--- config.mk ---
export PLATFORM = sky130hd
export DESIGN_NAME = irq_vector_ctrl
export DESIGN_NICKNAME = d
export VERILOG_FILES = /design/src/rtl/irq_ctrl_pkg.sv /design/src/rtl/irq_sense.sv /design/src/rtl/irq_state_regs.sv /design/src/rtl/irq_first_set.sv /design/src/rtl/irq_vector_ctrl.sv
export SDC_FILE = /design/constraint.sdc
export NUM_CORES = 1
export LEC_CHECK = 0
export BUFFER_PORTS_ARGS = -buffer_cell sky130_fd_sc_hd__buf_4
export CORE_ASPECT_RATIO = 1.75
export CORE_MARGIN = 4
export CORE_UTILIZATION = 52
export DETAILED_ROUTE_END_ITERATION = 7
export PLACE_DENSITY = 0.77
export SLEW_MARGIN = 30
export SYNTH_ARGS = -nofsm -noshare
export SYNTH_HDL_FRONTEND = slang
export SYNTH_SLANG_ARGS = --single-unit
--- constraint.sdc ---
create_clock -name clk -period 2.5 [get_ports clk]
set_input_delay 0.375 -clock clk [delete_from_list [all_inputs] [get_ports clk]]
set_output_delay 0.375 -clock clk [all_outputs]
set_load 0.01 [all_outputs]
--- src/rtl/irq_ctrl_pkg.sv ---
package irq_ctrl_pkg;
  localparam int DATA_W  = 32;
  localparam int REG_CNT = 8;
  localparam int ADDR_W  = $clog2(REG_CNT) + 2;

  typedef enum logic [2:0] {
    SEL_STAT  = 3'd0,
    SEL_PEND  = 3'd1,
    SEL_EN    = 3'd2,
    SEL_ACK   = 3'd3,
    SEL_SETEN = 3'd4,
    SEL_CLREN = 3'd5,
    SEL_VEC   = 3'd6,
    SEL_CTRL  = 3'd7
  } reg_sel_e;
endpackage

--- src/rtl/irq_sense.sv ---
module irq_sense #(
  parameter int          N         = 32,
  parameter logic [31:0] EDGE_MASK = 32'hFFFF_0000
) (
  input  logic         clk,
  input  logic         rst_n,
  input  logic         arm,
  input  logic [N-1:0] irq_in,
  output logic [N-1:0] hits
);
  for (genvar b = 0; b < N; b++) begin : g_line
    if (EDGE_MASK[b]) begin : g_edge
      logic prev_q;
      always_ff @(posedge clk or negedge rst_n) begin
        if (!rst_n) prev_q <= 1'b0;
        else        prev_q <= irq_in[b];
      end
      assign hits[b] = arm & irq_in[b] & ~prev_q;
    end else begin : g_level
      assign hits[b] = arm & irq_in[b];
    end
  end
endmodule

--- src/rtl/irq_state_regs.sv ---
module irq_state_regs
  import irq_ctrl_pkg::*;
#(
  parameter int N = 32
) (
  input  logic         clk,
  input  logic         rst_n,
  input  logic         wr,
  input  reg_sel_e     sel,
  input  logic [N-1:0] wdata,
  input  logic [1:0]   wctrl,
  input  logic [N-1:0] hits,
  output logic [N-1:0] stat_q,
  output logic [N-1:0] en_q,
  output logic [1:0]   ctrl_q
);
  logic [N-1:0] stat_d, en_d;
  logic [1:0]   ctrl_d;

  always_comb begin
    stat_d = stat_q;
    en_d   = en_q;
    ctrl_d = ctrl_q;
    if (wr) begin
      unique case (sel)
        SEL_STAT:  if (!ctrl_q[1]) stat_d = wdata;
        SEL_ACK:   stat_d = stat_q & ~wdata;
        SEL_EN:    en_d   = wdata;
        SEL_SETEN: en_d   = en_q | wdata;
        SEL_CLREN: en_d   = en_q & ~wdata;
        SEL_CTRL:  ctrl_d = wctrl;
        default:   ;
      endcase
    end
    // capture lands after any software update of the same edge
    stat_d = stat_d | hits;
  end

  always_ff @(posedge clk or negedge rst_n) begin
    if (!rst_n) begin
      stat_q <= '0;
      en_q   <= '0;
      ctrl_q <= '0;
    end else begin
      stat_q <= stat_d;
      en_q   <= en_d;
      ctrl_q <= ctrl_d;
    end
  end
endmodule

--- src/rtl/irq_first_set.sv ---
module irq_first_set #(
  parameter int N = 32,
  localparam int IDX_W = (N > 1) ? $clog2(N) : 1
) (
  input  logic [N-1:0]     pend,
  output logic             found,
  output logic [IDX_W-1:0] idx
);
  always_comb begin
    found = 1'b0;
    idx   = '0;
    for (int i = N - 1; i >= 0; i--) begin
      if (pend[i]) begin
        found = 1'b1;
        idx   = IDX_W'(i);
      end
    end
  end
endmodule

--- src/rtl/irq_vector_ctrl.sv ---
module irq_vector_ctrl
  import irq_ctrl_pkg::*;
#(
  parameter int          N         = 32,
  parameter logic [31:0] EDGE_MASK = 32'hFFFF_0000
) (
  input  logic              clk,
  input  logic              rst_n,
  input  logic [N-1:0]      irq_in,
  input  logic              bus_wr,
  input  logic              bus_rd,
  input  logic [ADDR_W-1:0] bus_addr,
  input  logic [DATA_W-1:0] bus_wdata,
  output logic [DATA_W-1:0] bus_rdata,
  output logic              irq_out
);
  localparam int IDX_W = (N > 1) ? $clog2(N) : 1;

  reg_sel_e         sel;
  logic [N-1:0]     stat_q, en_q, pend, hits;
  logic [1:0]       ctrl_q;
  logic             found;
  logic [IDX_W-1:0] idx;
  logic             unused_addr_lsb;

  assign sel             = reg_sel_e'(bus_addr[ADDR_W-1:2]);
  assign unused_addr_lsb = ^bus_addr[1:0];

  irq_sense #(.N(N), .EDGE_MASK(EDGE_MASK)) u_sense (
    .clk(clk), .rst_n(rst_n), .arm(ctrl_q[1]), .irq_in(irq_in), .hits(hits)
  );

  irq_state_regs #(.N(N)) u_regs (
    .clk(clk), .rst_n(rst_n), .wr(bus_wr), .sel(sel),
    .wdata(bus_wdata[N-1:0]), .wctrl(bus_wdata[1:0]), .hits(hits),
    .stat_q(stat_q), .en_q(en_q), .ctrl_q(ctrl_q)
  );

  assign pend = stat_q & en_q;

  irq_first_set #(.N(N)) u_first (.pend(pend), .found(found), .idx(idx));

  assign irq_out = ctrl_q[0] & (|pend);

  always_comb begin
    bus_rdata = '0;
    if (bus_rd) begin
      unique case (sel)
        SEL_STAT: bus_rdata[N-1:0] = stat_q;
        SEL_PEND: bus_rdata[N-1:0] = pend;
        SEL_EN:   bus_rdata[N-1:0] = en_q;
        SEL_VEC:  bus_rdata = found ? DATA_W'(idx) : '1;
        SEL_CTRL: bus_rdata[1:0] = ctrl_q;
        default:  bus_rdata = '0;
      endcase
    end
  end
endmodule

==> qor.yml, run 1 <==
timing.critical_path.from: "u_regs.en_q[29]"
max-clock-path-buffers: 2
drt-met1-wl_um: 6910
clock_skew_ps: 6.49
async_flop_share: 1.00
failed_checks: "hold timing, setup timing"
yosysTopAreaCellShare: 0.383
maximum_number_of_pins_on_one_net_before_global_route_repair: 42
drt_iter0_markers: 587
area_growth_syn_to_layout_pct: 30.7
fin_nets: 840
port_buffers: 103
vdd.ir_drop.worst_mv: 0.601
min_hold_slack_ps: -10.5
drt.antenna.violating_nets: 0
met2_length_um: 9890
dp.cells: 873
worst-endpoint-required_ps: 2120
worst_ep_arrival_time_ps: 2230
worst-r2r-setup-slack_ps: 600
avgRoutedWirePerCell_um: 21.4
synth-edff-count: 0
hold_wc_path_type: "primary input to async pin"
synth_area_leader: "sky130_fd_sc_hd__dfrtp_1"
setup_violations: 29
final.min_clock_period_ps: 2600
mappedNetlistNets: 713
finalHoldViolCount: 9
finalWeightedCongestion: 0.989
rows: 48
io-pin-count: 106
grt_use_total: 0.317
grt_setup_unrepaired: "yes"
drive_gt1_frac: 0.285
drt_pass_1_iters: 8
tritoncts_num_sinks: 82
yosys.area_share.simple: 0.164
overflow: 0
die-width_um: 84.8
finalCritPeriodShare: 1.04
synthMostInstantiatedCell: "sky130_fd_sc_hd__nand2_1"
htreeDepth: 3
grt_pass1_wl_um: 30500
worstSetupPathType: "register to primary output"
worstPathMaxFanout: 6
hold_bufs_at_cts: 0
synth_top_family_by_area: "compound AO/OA/AOI/OAI gates"
worst_setup_path_end_kind: "primary output"
worst_pin_slew_ps: 666
crit_end: "bus_rdata[1]"
remaining_drc_errors: 0
clock_tree_from_tritoncts: "done"
via_count: 5975
timing.fmax_mhz: 384
synthMuxAreaShare: 0.00420
yosys_register_bits: 82
synth-compound-area-share: 0.387
critical-path-max-stage-delay_ps: 440
clk_pin_slew_worst_paths_ps: 70
reg2reg_to: "u_regs.stat_q[30]"
timing.max_slew.rel_slack: 0.556
post_synth_main_area_contributors: "sky130_fd_sc_hd__dfrtp_1, sky130_fd_sc_hd__o21ai_0, sky130_fd_sc_hd__nand2_1, sky130_fd_sc_hd__a22o_1, sky130_fd_sc_hd__o211ai_1"
post_drt_via_cell_ratio: 6.67
finalWirelength_um: 19200
syn_area_um2: 5360
clock-root-buffer: "sky130_fd_sc_hd__clkbuf_16"
wl_met3_um: 1500
synthTopCellsByCount: "sky130_fd_sc_hd__nand2_1, sky130_fd_sc_hd__o21ai_0, sky130_fd_sc_hd__dfrtp_1"
yosys.area_share.xor_xnor: 0
status: "finished, violations left"
core_area_um2: 9970
fillCellCount: 803
ys_seq_area_frac: 0.383
slew_violations: 0
cpMaxStageDelayCell: "sky130_fd_sc_hd__dfrtp_1"
netlist_instances: 640
synth_cell_types: 44
synth-main-ff-cell: "sky130_fd_sc_hd__dfrtp_1"
finalNonFillerCells: 896
p_leak_nw: 3.01
max-cap-violations: 0
layout_setup_ws_ps: -103
power.density_nw_per_um2: 746
setup.worst_path.start_class: "register"
worst_r2r_startpoint: "u_regs.ctrl_q[1]"
first_global_vias: 5986
antenna_cells: 0
design.die.area_um2: 12100
clock_insertion_delay_worst_skew_ps: 340
synth_area_per_cell_um2: 8.38
cp_cell_sequence: "a22oi_1 -> nand4_1 -> nor4_4 -> and2_4 -> o311ai_4 -> a21oi_2 -> buf_4"
r2r_cells: 5
dpl.hpwl_um: 12900
final_core_utilization: 0.703
synth-warning-count: 0
numCtsBuffers: 9
initial_utilization: 0.538
synth_adder_area_share: 0
antenna_found_initial: 0
top_signal_layer_used: "met4"
die_y_um: 142
-- layout by cell type (no fill, tap or decap), types with 21 or more instances in the layout --
cell,synthesis,layout
sky130_fd_sc_hd__a22o_1,33,33
sky130_fd_sc_hd__buf_4,0,161
sky130_fd_sc_hd__nor2_1,22,21
sky130_fd_sc_hd__nand2_1,103,101
sky130_fd_sc_hd__dfrtp_1,82,77
sky130_fd_sc_hd__o211ai_1,34,34
sky130_fd_sc_hd__a21oi_1,38,36
sky130_fd_sc_hd__o21ai_0,89,88
sky130_fd_sc_hd__o21a_1,27,27
sky130_fd_sc_hd__nor2b_1,33,33
-- worst min path at each step --
stage	end	slack [ps]	cells after the start
after floorplan	u_regs.ctrl_q[0]	80	0
final	u_regs.en_q[8]	-10	1
after global placement	u_regs.stat_q[8]	360	1
after CTS	u_regs.en_q[8]	0.5	1
after detailed placement	u_regs.en_q[8]	360	1
after global routing	u_regs.en_q[8]	20	1
-- cells by family after synthesis --
group | after synthesis
flip-flops | 82
multiplexers | 2
AND/OR/NAND/NOR | 186
buffers and inverters | 70
AO/OA/AOI/OAI | 300
-- metrics by stage --
step | area [um^2] | TNS (ps) | total power, mW | setup slack (ps)
finish | 7010 | -1810 | 5.23 | -103
global route | 7010 | -5610 | 5.49 | -229
CTS | 6930 | -1760 | 5.15 | -85.7
detailed placement | 6510 | 0 | 3.65 | 74.2
global placement | 6510 | 0 | 3.58 | 127
floorplan | 5360 | 0 | 2.83 | 425
-- sequential cells by signal, summed over array words and instances (netlist names) --
| name | cells |
|---|---|
| u_regs.stat_q | 32 |
| u_regs.ctrl_q | 2 |
| u_regs.en_q | 32 |
| u_sense.g_line.g_edge.prev_q | 16 |
-- worst max-delay path: cells and delay by family (launching register included) --
| family | cells | cell delay (ps) |
|---|---|---|
| compound gates | 3 | 570 |
| simple gates | 3 | 730 |
| flops | 1 | 440 |
| buf+inv | 1 | 140 |
-- where the power goes --
group / switching, mW / internal [mW]
clock: 0.542 / 0.864
combinational: 0.981 / 0.923
sequential: 0.331 / 1.59
total: 1.85 / 3.38
-- final cells by class --
class | count | area, um^2 | area share
clock buffer | 9 | 225 | 0.0321
inverter | 18 | 67.6 | 0.00964
timing repair buffer | 168 | 1330 | 0.189
multi-input combinational | 488 | 3090 | 0.441
tap | 125 | 156 | 0.0223
sequential | 82 | 2060 | 0.294
clock inverter | 6 | 82.6 | 0.0118
-- layer usage --
| layer | vias to the layer above | GRT usage |
|---|---|---|
| li1 | 2655 | - |
| met2 | 381 | 0.539 |
| met1 | 2857 | 0.377 |
| met4 | 0 | 0.187 |
| met5 | - | 0 |
| met3 | 82 | 0.0481 |
-- repair_timing --
| action | CTS | global route |
|---|---|---|
| buffers inserted | 3 | 5 |
| cloned | 0 | 0 |
| hold endpoints to repair | 0 | 0 |
| gates resized for setup | 22 | 13 |
| endpoints found under the setup margin | 29 | 29 |
| pin swaps | 6 | 16 |
Note: power is estimated with default switching activity, not from simulation.
==> run 2: changes to the inputs <==
--- a/config.mk
+++ b/config.mk
@@ -6,11 +6,12 @@
 export NUM_CORES = 1
 export LEC_CHECK = 0
 export BUFFER_PORTS_ARGS = -buffer_cell sky130_fd_sc_hd__buf_4
-export CORE_ASPECT_RATIO = 1.75
-export CORE_MARGIN = 4
+export CORE_ASPECT_RATIO = 1.2
+export CORE_MARGIN = 2
 export CORE_UTILIZATION = 52
 export DETAILED_ROUTE_END_ITERATION = 7
 export PLACE_DENSITY = 0.77
+export RECOVER_POWER = 50
 export SLEW_MARGIN = 30
 export SYNTH_ARGS = -nofsm -noshare
 export SYNTH_HDL_FRONTEND = slang
==> qor.yml, run 2 (synthesis results as in run 1) <==
status: "finished, violations left"  # unchanged
failed_checks: "setup timing"  # was hold timing, setup timing
slew_violations: 0  # unchanged
overflow: 0  # unchanged
worst-endpoint-required_ps: 2120  # about the same
worst_r2r_startpoint: "u_regs.ctrl_q[1]"  # unchanged
timing.max_slew.rel_slack: 0.202  # was 0.556
drt_iter0_markers: 606  # was 587
drive_gt1_frac: 0.268  # was 0.285
crit_end: "bus_rdata[1]"  # unchanged
power.internal_mw: 3.20  # was 3.38 mW
critical-path-max-stage-delay_ps: 420  # was 440 ps
comb_power_share: 0.345  # was 0.364
worstPathMaxFanout: 4  # was 6
antenna_found_initial: 0  # unchanged
power.density_nw_per_um2: 729  # was 746 nW/um^2
worst_setup_path_end_kind: "primary output"  # unchanged
setup.worst_path.start_class: "register"  # unchanged
clk_pin_slew_worst_paths_ps: 60  # was 70 ps
setup_violations: 29  # unchanged
finalWeightedCongestion: 0.919  # was 0.989
min_hold_slack_ps: 160  # was -10.5 ps
seq_power_share: 0.391  # was 0.367
layout_setup_ws_ps: -121  # was -103 ps
antenna_cells: 0  # unchanged
cpMaxStageDelayCell: "sky130_fd_sc_hd__dfrtp_2"  # was sky130_fd_sc_hd__dfrtp_1
grt_setup_unrepaired: "yes"  # unchanged
timing.critical_path.from: "u_regs.en_q[3]"  # was u_regs.en_q[29]
dpl.hpwl_um: 11800  # was 12900 um
clkPwrFrac: 0.264  # was 0.269
tritoncts_num_sinks: 82  # unchanged
design.die.area_um2: 11100  # was 12100 um^2
final.min_clock_period_ps: 2620  # was 2600 ps
power_switching_mw: 1.79  # was 1.85 mW
port_buffers: 103  # unchanged
final_common_cell: "sky130_fd_sc_hd__buf_4"  # unchanged
postLayoutCellArea_um2: 6840  # was 7010 um^2
finalWirelength_um: 17800  # was 19200 um
worst_ep_arrival_time_ps: 2250  # was 2230 ps
reg2reg_to: "u_regs.stat_q[15]"  # was u_regs.stat_q[30]
die_y_um: 115  # was 142 um
post_drt_via_cell_ratio: 6.57  # was 6.67
via_count: 5852  # was 5975
grt_use_total: 0.323  # was 0.317
core_area_um2: 10000  # was 9970 um^2
hold_wc_path_type: "primary input to register"  # was primary input to async pin
first_global_vias: 5927  # was 5986
remaining_drc_errors: 0  # unchanged
area_growth_syn_to_layout_pct: 27.6  # was 30.7%
fin_nets: 833  # was 840
finalCritPeriodShare: 1.05  # was 1.04
drt.antenna.violating_nets: 0  # unchanged
worstSetupPathType: "register to primary output"  # unchanged
maximum_number_of_pins_on_one_net_before_global_route_repair: 47  # was 42
worst-r2r-setup-slack_ps: 890  # was 600 ps
grt_pass1_wl_um: 28900  # was 30500 um
reg_top3: "u_regs.en_q (32), u_regs.stat_q (32), u_sense.g_line.g_edge.prev_q (16)"  # unchanged
max-cap-violations: 0  # unchanged
initial_utilization: 0.536  # was 0.538
clock_tree_from_tritoncts: "done"  # unchanged
timing.fmax_mhz: 382  # was 384 MHz
max-clock-path-buffers: 2  # unchanged
io-pin-count: 106  # unchanged
r2r_cells: 6  # was 5
die-width_um: 96.7  # was 84.8 um
numCtsBuffers: 9  # unchanged
hold_bufs_at_cts: 0  # unchanged
placed_area_um2: 6420  # was 6510 um^2
setup-tns-final_ps: -2320  # was -1810 ps
p_leak_nw: 2.91  # was 3.01 nW
finalHoldViolCount: 0  # was 9
worst_pin_slew_ps: 1200  # was 666 ps
cp_cell_sequence: "a222oi_1 -> buf_4 -> and3_4 -> and2_4 -> and2_4 -> o311ai_2 -> a21oi_2 -> buf_4"  # was a22oi_1 -> nand4_1 -> nor4_4 -> and2_4 -> o311ai_4 -> a21oi_2 -> buf_4
vdd.ir_drop.worst_mv: 0.485  # was 0.601 mV
power_switching_share: 0.358  # was 0.354
rows: 40  # was 48
drt_pass_1_iters: 7  # was 8
final_cell_mix: "sky130_fd_sc_hd__buf_4, sky130_fd_sc_hd__nand2_1, sky130_fd_sc_hd__o21ai_0"  # unchanged
clock_skew_ps: 3.68  # was 6.49 ps
final_core_utilization: 0.683  # was 0.703
clock_insertion_delay_worst_skew_ps: 350  # was 340 ps
clock-root-buffer: "sky130_fd_sc_hd__clkbuf_16"  # unchanged
avgRoutedWirePerCell_um: 19.9  # was 21.4 um
dp_slack_ps: 95.1  # was 74.2 ps
htreeDepth: 3  # unchanged
==> run 2: changes by cell type in the layout (fill, tap and decap cells not counted), moves of 2 or more <==
cell,change
sky130_fd_sc_hd__buf_4,-20
sky130_fd_sc_hd__a22oi_1,+2
sky130_fd_sc_hd__a22oi_2,-2
sky130_fd_sc_hd__dfrtp_2,+4
sky130_fd_sc_hd__clkbuf_4,+13
sky130_fd_sc_hd__nand2_2,-2
sky130_fd_sc_hd__buf_12,-3
sky130_fd_sc_hd__nand2_1,+2
sky130_fd_sc_hd__dfrtp_1,-4
sky130_fd_sc_hd__clkbuf_1,+5
sky130_fd_sc_hd__clkbuf_2,+2
sky130_fd_sc_hd__buf_6,-2
==> run 2: what timing repair did <==
item,4_1_cts,5_1_grt
pin swaps,6,7
setup buffers,7,2
endpoints found under the setup margin,29,29
gates resized for setup,17,11
cloned,0,0
==> run 2: layout make-up <==
class	count	area, um^2
fillers	829	3170
flip-flops and latches	82	2060
inverters	18	67.6
repair buffers	161	1210
clock inverters	5	55.1
well taps	126	158
clock buffers	11	233
multi-input cells	488	3050
==> run 2: worst min path at each step <==
stage	from	end	slack (ps)	cells past startpoint
detailed placement	rst_n	u_regs.stat_q[10]	420	1
global placement	rst_n	u_regs.stat_q[11]	420	1
floorplan	rst_n	u_regs.ctrl_q[0]	80	0
finish	irq_in[19]	u_sense.g_line[19].g_edge.prev_q	160	1
global route	irq_in[16]	u_sense.g_line[16].g_edge.prev_q	160	1
CTS	rst_n	u_regs.stat_q[10]	60	1
==> run 2: power by group through the flow <==
stage               Combinational [mW]  Sequential [mW]  Clock [mW]
floorplan                        0.960             1.87           0
global placement                  1.53             1.91           0
global route                      1.87             1.98        1.38
CTS                               1.67             1.93        1.32
finish                            1.72             1.95        1.32
detailed placement                1.58             1.93           0
==> run 2: routing by layer <==
metal / GRT usage / wire [um] / vias up / share of wire
met2: 0.541 / 8730 / 342 / 0.49
li1: - / - / 2645 / -
met4: 0.179 / 664 / 0 / 0.037
met1: 0.398 / 6760 / 2802 / 0.38
met5: 0 / 0 / - / 0
met3: 0.0590 / 1620 / 63 / 0.091
==> run 2: per-stage QoR <==
stage	std cells	total power [mW]
after global routing	891	5.24
after floorplan	640	2.83
after CTS	889	4.92
after global placement	866	3.44
after detailed placement	866	3.51
final	891	4.99
==> run 2: critical path: cells and delay by family (launching register included) <==
| family | cells | cell delay (ps) |
|---|---|---|
| AO/OA/AOI/OAI | 3 | 630 |
| AND/OR/NAND/NOR | 3 | 510 |
| flip-flops | 1 | 420 |
| buffers and inverters | 2 | 330 |
